### config.mk
export PLATFORM = sky130hd
export DESIGN_NAME = tri_timer_bank
export DESIGN_NICKNAME = d
export VERILOG_FILES = /design/src/rtl/tmr_pkg.sv /design/src/rtl/tmr_lane.sv /design/src/rtl/tmr_irq.sv /design/src/rtl/tri_timer_bank.sv
export SDC_FILE = /design/constraint.sdc
export NUM_CORES = 2
export LEC_CHECK = 0
export BUFFER_PORTS_ARGS = -buffer_cell sky130_fd_sc_hd__buf_2
export CORE_ASPECT_RATIO = 0.7
export CORE_MARGIN = 2
export CORE_UTILIZATION = 30
export DETAILED_ROUTE_END_ITERATION = 12
export SYNTH_ARGS = -nofsm -noshare
export SYNTH_HDL_FRONTEND = slang
export SYNTH_HIERARCHICAL = 1
export SYNTH_SLANG_ARGS = --single-unit
### constraint.sdc
create_clock -name clk -period 7.1 [get_ports clk]
set_clock_uncertainty 0.1 [all_clocks]
set_input_delay 1.065 -clock clk [delete_from_list [all_inputs] [get_ports clk]]
set_output_delay 1.065 -clock clk [all_outputs]
set_load 0.05 [all_outputs]
### src/rtl/tmr_pkg.sv
package tmr_pkg;
  localparam int unsigned NT       = 3;  // timers in the bank
  localparam int unsigned SRC_PER  = 3;  // event sources per timer
  localparam int unsigned DIR_BASE = 9;  // first direction bit in control

  // word select inside a timer group
  typedef enum logic [1:0] {RS_COUNT, RS_RELOAD, RS_CMPA, RS_CMPB} tmr_rsel_e;
  // word select inside the shared group
  typedef enum logic [1:0] {SH_CTRL, SH_STAT, SH_MASK, SH_NONE} tmr_shsel_e;
  localparam logic [1:0] GRP_SHARED = 2'd3;

  function automatic int unsigned en_bit(input int unsigned n);
    return SRC_PER * n;
  endfunction
  function automatic int unsigned tick_bit(input int unsigned n);
    return SRC_PER * n + 1;
  endfunction
  function automatic int unsigned wrap_ie_bit(input int unsigned n);
    return SRC_PER * n + 2;
  endfunction
  function automatic int unsigned dir_bit(input int unsigned n);
    return DIR_BASE + n;
  endfunction
endpackage

### src/rtl/tmr_lane.sv
module tmr_lane #(
  parameter int unsigned CW = 32
) (
  input  logic          clk,
  input  logic          rst_n,
  input  logic          en,
  input  logic          use_tick,
  input  logic          tick,
  input  logic          up,
  input  logic          cnt_wr,
  input  logic [CW-1:0] cnt_wdata,
  input  logic [CW-1:0] reload,
  input  logic [CW-1:0] cmp_a,
  input  logic [CW-1:0] cmp_b,
  output logic [CW-1:0] count,
  output logic          ev_hit_a,
  output logic          ev_hit_b,
  output logic          ev_wrap
);
  localparam logic [CW-1:0] TOP = '1;

  // {wrap, next value} for one step from cur
  function automatic logic [CW:0] advance(input logic [CW-1:0] cur,
                                          input logic dir_up,
                                          input logic [CW-1:0] rld);
    if (dir_up)
      return (cur == TOP) ? {1'b1, rld} : {1'b0, cur + 1'b1};
    else
      return (cur == '0) ? {1'b1, rld} : {1'b0, cur - 1'b1};
  endfunction

  logic [CW-1:0] cnt_q, nxt;
  logic          wrap_n, step;

  assign step = en & (use_tick ? tick : 1'b1) & ~cnt_wr;
  always_comb {wrap_n, nxt} = advance(cnt_q, up, reload);

  assign ev_wrap  = step & wrap_n;
  assign ev_hit_a = step & (nxt == cmp_a);
  assign ev_hit_b = step & (nxt == cmp_b);
  assign count    = cnt_q;

  always_ff @(posedge clk) begin
    if (!rst_n)      cnt_q <= '0;
    else if (cnt_wr) cnt_q <= cnt_wdata;
    else if (step)   cnt_q <= nxt;
  end


  frozen_count_chk: assert property (@(posedge clk) disable iff (!rst_n)
    (!en && !cnt_wr) |=> $stable(count));

  tick_gate_chk: assert property (@(posedge clk) disable iff (!rst_n)
    (use_tick && !tick && !cnt_wr) |=> $stable(count));

  up_wrap_chk: assert property (@(posedge clk) disable iff (!rst_n)
    (en && up && (!use_tick || tick) && !cnt_wr && count == TOP) |=> (count == $past(reload)));

  down_wrap_chk: assert property (@(posedge clk) disable iff (!rst_n)
    (en && !up && (!use_tick || tick) && !cnt_wr && count == '0) |=> (count == $past(reload)));

  sw_load_chk: assert property (@(posedge clk) disable iff (!rst_n)
    cnt_wr |=> (count == $past(cnt_wdata)));
endmodule

### src/rtl/tmr_irq.sv
module tmr_irq (
  input  logic       clk,
  input  logic       rst_n,
  input  logic [2:0] flags,   // {wrap, hit B, hit A}
  input  logic [2:0] masked,
  input  logic       wrap_ie,
  output logic       irq
);
  assign irq = |(flags & ~masked & {wrap_ie, 2'b11});


  masked_quiet_chk: assert property (@(posedge clk) disable iff (!rst_n)
    (&masked) |-> !irq);
endmodule

### src/rtl/tri_timer_bank.sv
module tri_timer_bank
  import tmr_pkg::*;
#(
  parameter int unsigned CW = 32,
  parameter int unsigned AW = 6
) (
  input  logic          clk,
  input  logic          rst_n,
  input  logic          ext_tick,
  input  logic          bus_wr,
  input  logic [AW-1:0] bus_addr,
  input  logic [CW-1:0] bus_wdata,
  output logic [CW-1:0] bus_rdata,
  output logic [NT-1:0] irq
);
  localparam int unsigned NSRC   = NT * SRC_PER;
  localparam int unsigned CTRL_W = DIR_BASE + NT;

  logic [1:0] grp, rsel;
  logic       addr_ok, wr_shared;
  assign grp       = bus_addr[5:4];
  assign rsel      = bus_addr[3:2];
  assign addr_ok   = (bus_addr[1:0] == 2'b00) && ((bus_addr >> 6) == '0);
  assign wr_shared = bus_wr & addr_ok & (grp == GRP_SHARED);

  logic [CTRL_W-1:0]       ctrl_q;
  logic [NSRC-1:0]         st_q, msk_q, ev_set, st_clr;
  logic [NT-1:0][CW-1:0]   cnt_v, rld_q, ca_q, cb_q;

  for (genvar n = 0; n < NT; n++) begin : g_tmr
    logic wr_here, hit_a, hit_b, wrap;
    assign wr_here = bus_wr & addr_ok & (grp == 2'(n));

    always_ff @(posedge clk) begin
      if (!rst_n) begin
        rld_q[n] <= '0;
        ca_q[n]  <= '0;
        cb_q[n]  <= '0;
      end else if (wr_here) begin
        if (rsel == RS_RELOAD) rld_q[n] <= bus_wdata;
        if (rsel == RS_CMPA)   ca_q[n]  <= bus_wdata;
        if (rsel == RS_CMPB)   cb_q[n]  <= bus_wdata;
      end
    end

    tmr_lane #(.CW(CW)) u_lane (
      .clk      (clk),
      .rst_n    (rst_n),
      .en       (ctrl_q[en_bit(n)]),
      .use_tick (ctrl_q[tick_bit(n)]),
      .tick     (ext_tick),
      .up       (ctrl_q[dir_bit(n)]),
      .cnt_wr   (wr_here && rsel == RS_COUNT),
      .cnt_wdata(bus_wdata),
      .reload   (rld_q[n]),
      .cmp_a    (ca_q[n]),
      .cmp_b    (cb_q[n]),
      .count    (cnt_v[n]),
      .ev_hit_a (hit_a),
      .ev_hit_b (hit_b),
      .ev_wrap  (wrap)
    );

    assign ev_set[SRC_PER*n +: SRC_PER] = {wrap, hit_b, hit_a};

    tmr_irq u_irq (
      .clk    (clk),
      .rst_n  (rst_n),
      .flags  (st_q[SRC_PER*n +: SRC_PER]),
      .masked (msk_q[SRC_PER*n +: SRC_PER]),
      .wrap_ie(ctrl_q[wrap_ie_bit(n)]),
      .irq    (irq[n])
    );


    hit_a_sticky_chk: assert property (@(posedge clk) disable iff (!rst_n)
      hit_a |=> st_q[SRC_PER*n]);

    hit_b_sticky_chk: assert property (@(posedge clk) disable iff (!rst_n)
      hit_b |=> st_q[SRC_PER*n+1]);
  end

  assign st_clr = (wr_shared && rsel == SH_STAT) ? bus_wdata[NSRC-1:0] : '0;

  always_ff @(posedge clk) begin
    if (!rst_n) begin
      ctrl_q <= '0;
      msk_q  <= '0;
      st_q   <= '0;
    end else begin
      if (wr_shared && rsel == SH_CTRL) ctrl_q <= bus_wdata[CTRL_W-1:0];
      if (wr_shared && rsel == SH_MASK) msk_q  <= bus_wdata[NSRC-1:0];
      st_q <= (st_q & ~st_clr) | ev_set;
    end
  end

  for (genvar b = 0; b < NSRC; b++) begin : g_stat_chk

    w1c_clear_chk: assert property (@(posedge clk) disable iff (!rst_n)
      (st_clr[b] && !ev_set[b]) |=> !st_q[b]);
  end

  always_comb begin
    bus_rdata = '0;
    if (addr_ok) begin
      if (grp == GRP_SHARED) begin
        case (rsel)
          SH_CTRL: bus_rdata = CW'(ctrl_q);
          SH_STAT: bus_rdata = CW'(st_q);
          SH_MASK: bus_rdata = CW'(msk_q);
          default: bus_rdata = '0;
        endcase
      end else begin
        for (int n = 0; n < NT; n++) begin
          if (grp == 2'(n)) begin
            case (rsel)
              RS_COUNT:  bus_rdata = cnt_v[n];
              RS_RELOAD: bus_rdata = rld_q[n];
              RS_CMPA:   bus_rdata = ca_q[n];
              default:   bus_rdata = cb_q[n];
            endcase
          end
        end
      end
    end
  end
endmodule

==> out/qor.yml <==
setup_path:
  path_max_fanout: 19
  critPathArrivalTime_ns: 5.83
  max_stage_delay_ns: 0.95
  crit_cells: 11
  crit_chain: "nor4_2, nand4_1, or3_1, a31oi_1, xnor2_1, nor2_1, a2111oi_0, nand4_1, nor4_1, o21ai_0, a31oi_1"
  crit_type: "reg -> reg"
  cp.required_ns: 7.50
  crit_family: "simple AND/OR/NAND/NOR gates"
  r2r_cells: 11
  slowest_stage: "or3_1"
  cp_num_buf_inv: 0
  cp-start-kind: "flop"
  cp-end-kind: "flop"
run_status:
  status: "complete, no violations"
floorplanning:
  die_area_sq_um: 103000
  core_area_sq_um: 99800
  initial_core_util_pct: 30.1
  die_y_microns: 269
  die_x_microns: 382
  std_cell_rows: 97
  top_level_ports: 77
clocking:
  ctsHoldBuffers: 0
  cts_resized: 0
  post_cts_buffers: 0
  cts_tree: "yes"
  clk_path_buf_depth: 3
  ctsRootBufferMaster: "clkbuf_16"
  htree_num_levels: 2
  clk_pin_slew_worst_paths_ns: 0.07
  cts_buffers: 45
  clkLatencyLatePin_ns: 0.61
  clkSinkCount: 414
placed_design:
  io_buffers: 76
  dp_cells: 4903
  dpl.hpwl_microns: 112000
  dp_worst_setup_slack_ns: 1.86
  gp_congestion: 1.06
layout:
  final_nets: 3665
  areaGrowthSynthToFinish_pct: 9.05
  drive_gt1_share_pct: 11.5
  antenna_cells: 0
  stdcell_count: 4986
  fillers: 10656
grt:
  grt_antenna_before_repair: 6
  grt_pass1_wl_microns: 212000
  grt_max_degree: 119
  grt_pass1_vias: 27742
  grt_remaining_overflow: 0
  grt_usage_pct: 28.0
synth:
  synth_top_area_share_pct: 27.6
  synth_area_leaders: "dfxtp_1, mux2i_1, nand2_1"
  synth_nets: 3819
  netlist_area_sq_um: 30100
  synth_top_cell_by_area: "dfxtp_1"
  synthDistinctLibCells: 113
  synth_top_flop_cell: "dfxtp_1"
  syn_area_per_cell_sq_um: 7.98
  ys_top_cells_by_count: "nand2_1, dfxtp_1, mux2i_1"
  async_flop_share_pct: 0
  ys_ff_latch: 414
  synthCells: 3768
  yosysMostFrequentCell: "nand2_1"
  synth_edf_count: 0
  ys_warn_count: 6
  synth_seq_area_share_pct: 27.6
job:
  cap_violations: 0
timing:
  setup_slack_ns: 1.67
  tns_ns: 0
  worstMarginPinSlew_ns: 1.31
  max-slew-margin-rel_pct: 12.1
  hold_viol: 0
  grt_setup_unrepaired: "false"
  fmaxAchievable_ghz: 0.184
  finalSetupViolations: 0
  min_period_over_period_pct: 76.5
  slew_violations: 0
  min_period_ns: 5.43
routing:
  drtIter0Drc: 5909
  vias: 31616
  viasPerCell: 6.34
  ant_nets: 0
  drc_errors: 0
  routed_wl_microns: 150000
  wl_per_cell_microns: 30.1
  drt-pass1-iter-count: 8
hold_path:
  whs_path_depth: 2
  hold_path_class: "reg -> reg"
power:
  peakVddDrop_v: 0.000181
  p_leak_nw: 12.1
  power_density_nw_per_um2: 200
-- kinds of logic (layout without fill, tap and decap cells) --
logic type	Yosys count	in the layout	synth area share [%]
buffers and inverters	413	295	6.22
flip-flops	414	414	27.6
multiplexers	312	312	12.0
XOR/XNOR	254	254	7.44
AO/OA/AOI/OAI	958	958	22.4
adder cells (fa/ha/maj)	9	9	0.374
AND/OR/NAND/NOR	1408	1408	24.0
-- tightest hold or removal path, stage by stage (launching register included) --
cell     delay [ns]
dfxtp_1        0.33
nand2_1        0.06
mux2i_1        0.05
-- sequential cells by signal, indices dropped and copies added (netlist names) --
| name | count |
|---|---|
| ca_q | 96 |
| cb_q | 96 |
| ctrl_q | 12 |
| g_tmr.u_lane/count | 96 |
| msk_q | 9 |
| rld_q | 96 |
| st_q | 9 |
-- cell type report --
type | instances | area (sq um) | area share (%)
Multi-Input combinational cell | 2941 | 20000 | 60.9
Sequential cell | 414 | 8290 | 25.3
Tap cell | 1336 | 1670 | 5.10
Clock buffer | 59 | 1260 | 3.84
Timing Repair Buffer | 150 | 967 | 2.95
Clock inverter | 24 | 399 | 1.22
Inverter | 62 | 233 | 0.710
-- power by group --
| group | switching, mW | internal (mW) | leakage, nW | total (mW) |
|---|---|---|---|---|
| combinational | 1.02 | 0.461 | 7.98 | 1.48 |
| sequential | 0.0314 | 2.33 | 3.34 | 2.36 |
| clock | 1.10 | 1.62 | 0.803 | 2.72 |
| total | 2.15 | 4.42 | 12.1 | 6.56 |
-- placed cells by master (no fill, tap or decap), types with 21 or more instances in the layout --
master / n
clkbuf_16: 46
dfxtp_1: 412
nand2b_1: 21
xnor2_1: 137
xor2_1: 116
o21ai_0: 172
a221oi_1: 35
o22ai_1: 33
a22o_1: 32
or3_1: 46
mux4_2: 33
o31ai_1: 34
buf_4: 73
a211oi_1: 64
and2_1: 22
o21ai_1: 32
a21oi_1: 151
a21boi_0: 77
a21boi_1: 23
inv_1: 59
nor2b_1: 64
a221o_1: 23
nor3_1: 78
or4_1: 35
o211ai_1: 36
mux2_2: 47
nor2_1: 211
buf_2: 74
a31oi_1: 43
nand3_1: 180
nor4_1: 79
nand2_1: 470
mux2i_1: 232
nand4_1: 76
-- per-layer routing --
layer  up-vias  wire length [microns]  track usage [%]
met2      2494                  55700             36.0
li1      13594                      -                -
met5         -                     40                0
met1     15265                  65100             42.3
met4         6                   4800             7.66
met3       257                  24500             10.1
-- path summary, 6_finish.rpt --
check	end	slack, ns	start
max	st_q[3]	1.67	g_tmr[1].u_lane/count[5]
min	rld_q[60]	0.39	rld_q[60]
max reg2reg	st_q[3]	1.67	g_tmr[1].u_lane/count[5]
min reg2reg	rld_q[60]	0.39	rld_q[60]
-- stage by stage --
| step | total power [mW] | instance area [sq um] | utilization [%] | hold WS (ns) |
|---|---|---|---|---|
| after floorplan | 3.29 | 30100 | - | 0.346 |
| after global placement | 3.81 | 31100 | 31.2 | 0.367 |
| after detailed placement | 3.81 | 31100 | 31.2 | 0.379 |
| after CTS | 6.48 | 32800 | 32.9 | 0.387 |
| after global routing | 6.68 | 32800 | 32.9 | 0.407 |
| final | 6.56 | 32800 | 32.9 | 0.385 |
No activity file was read; power rests on OpenSTA's default activity.
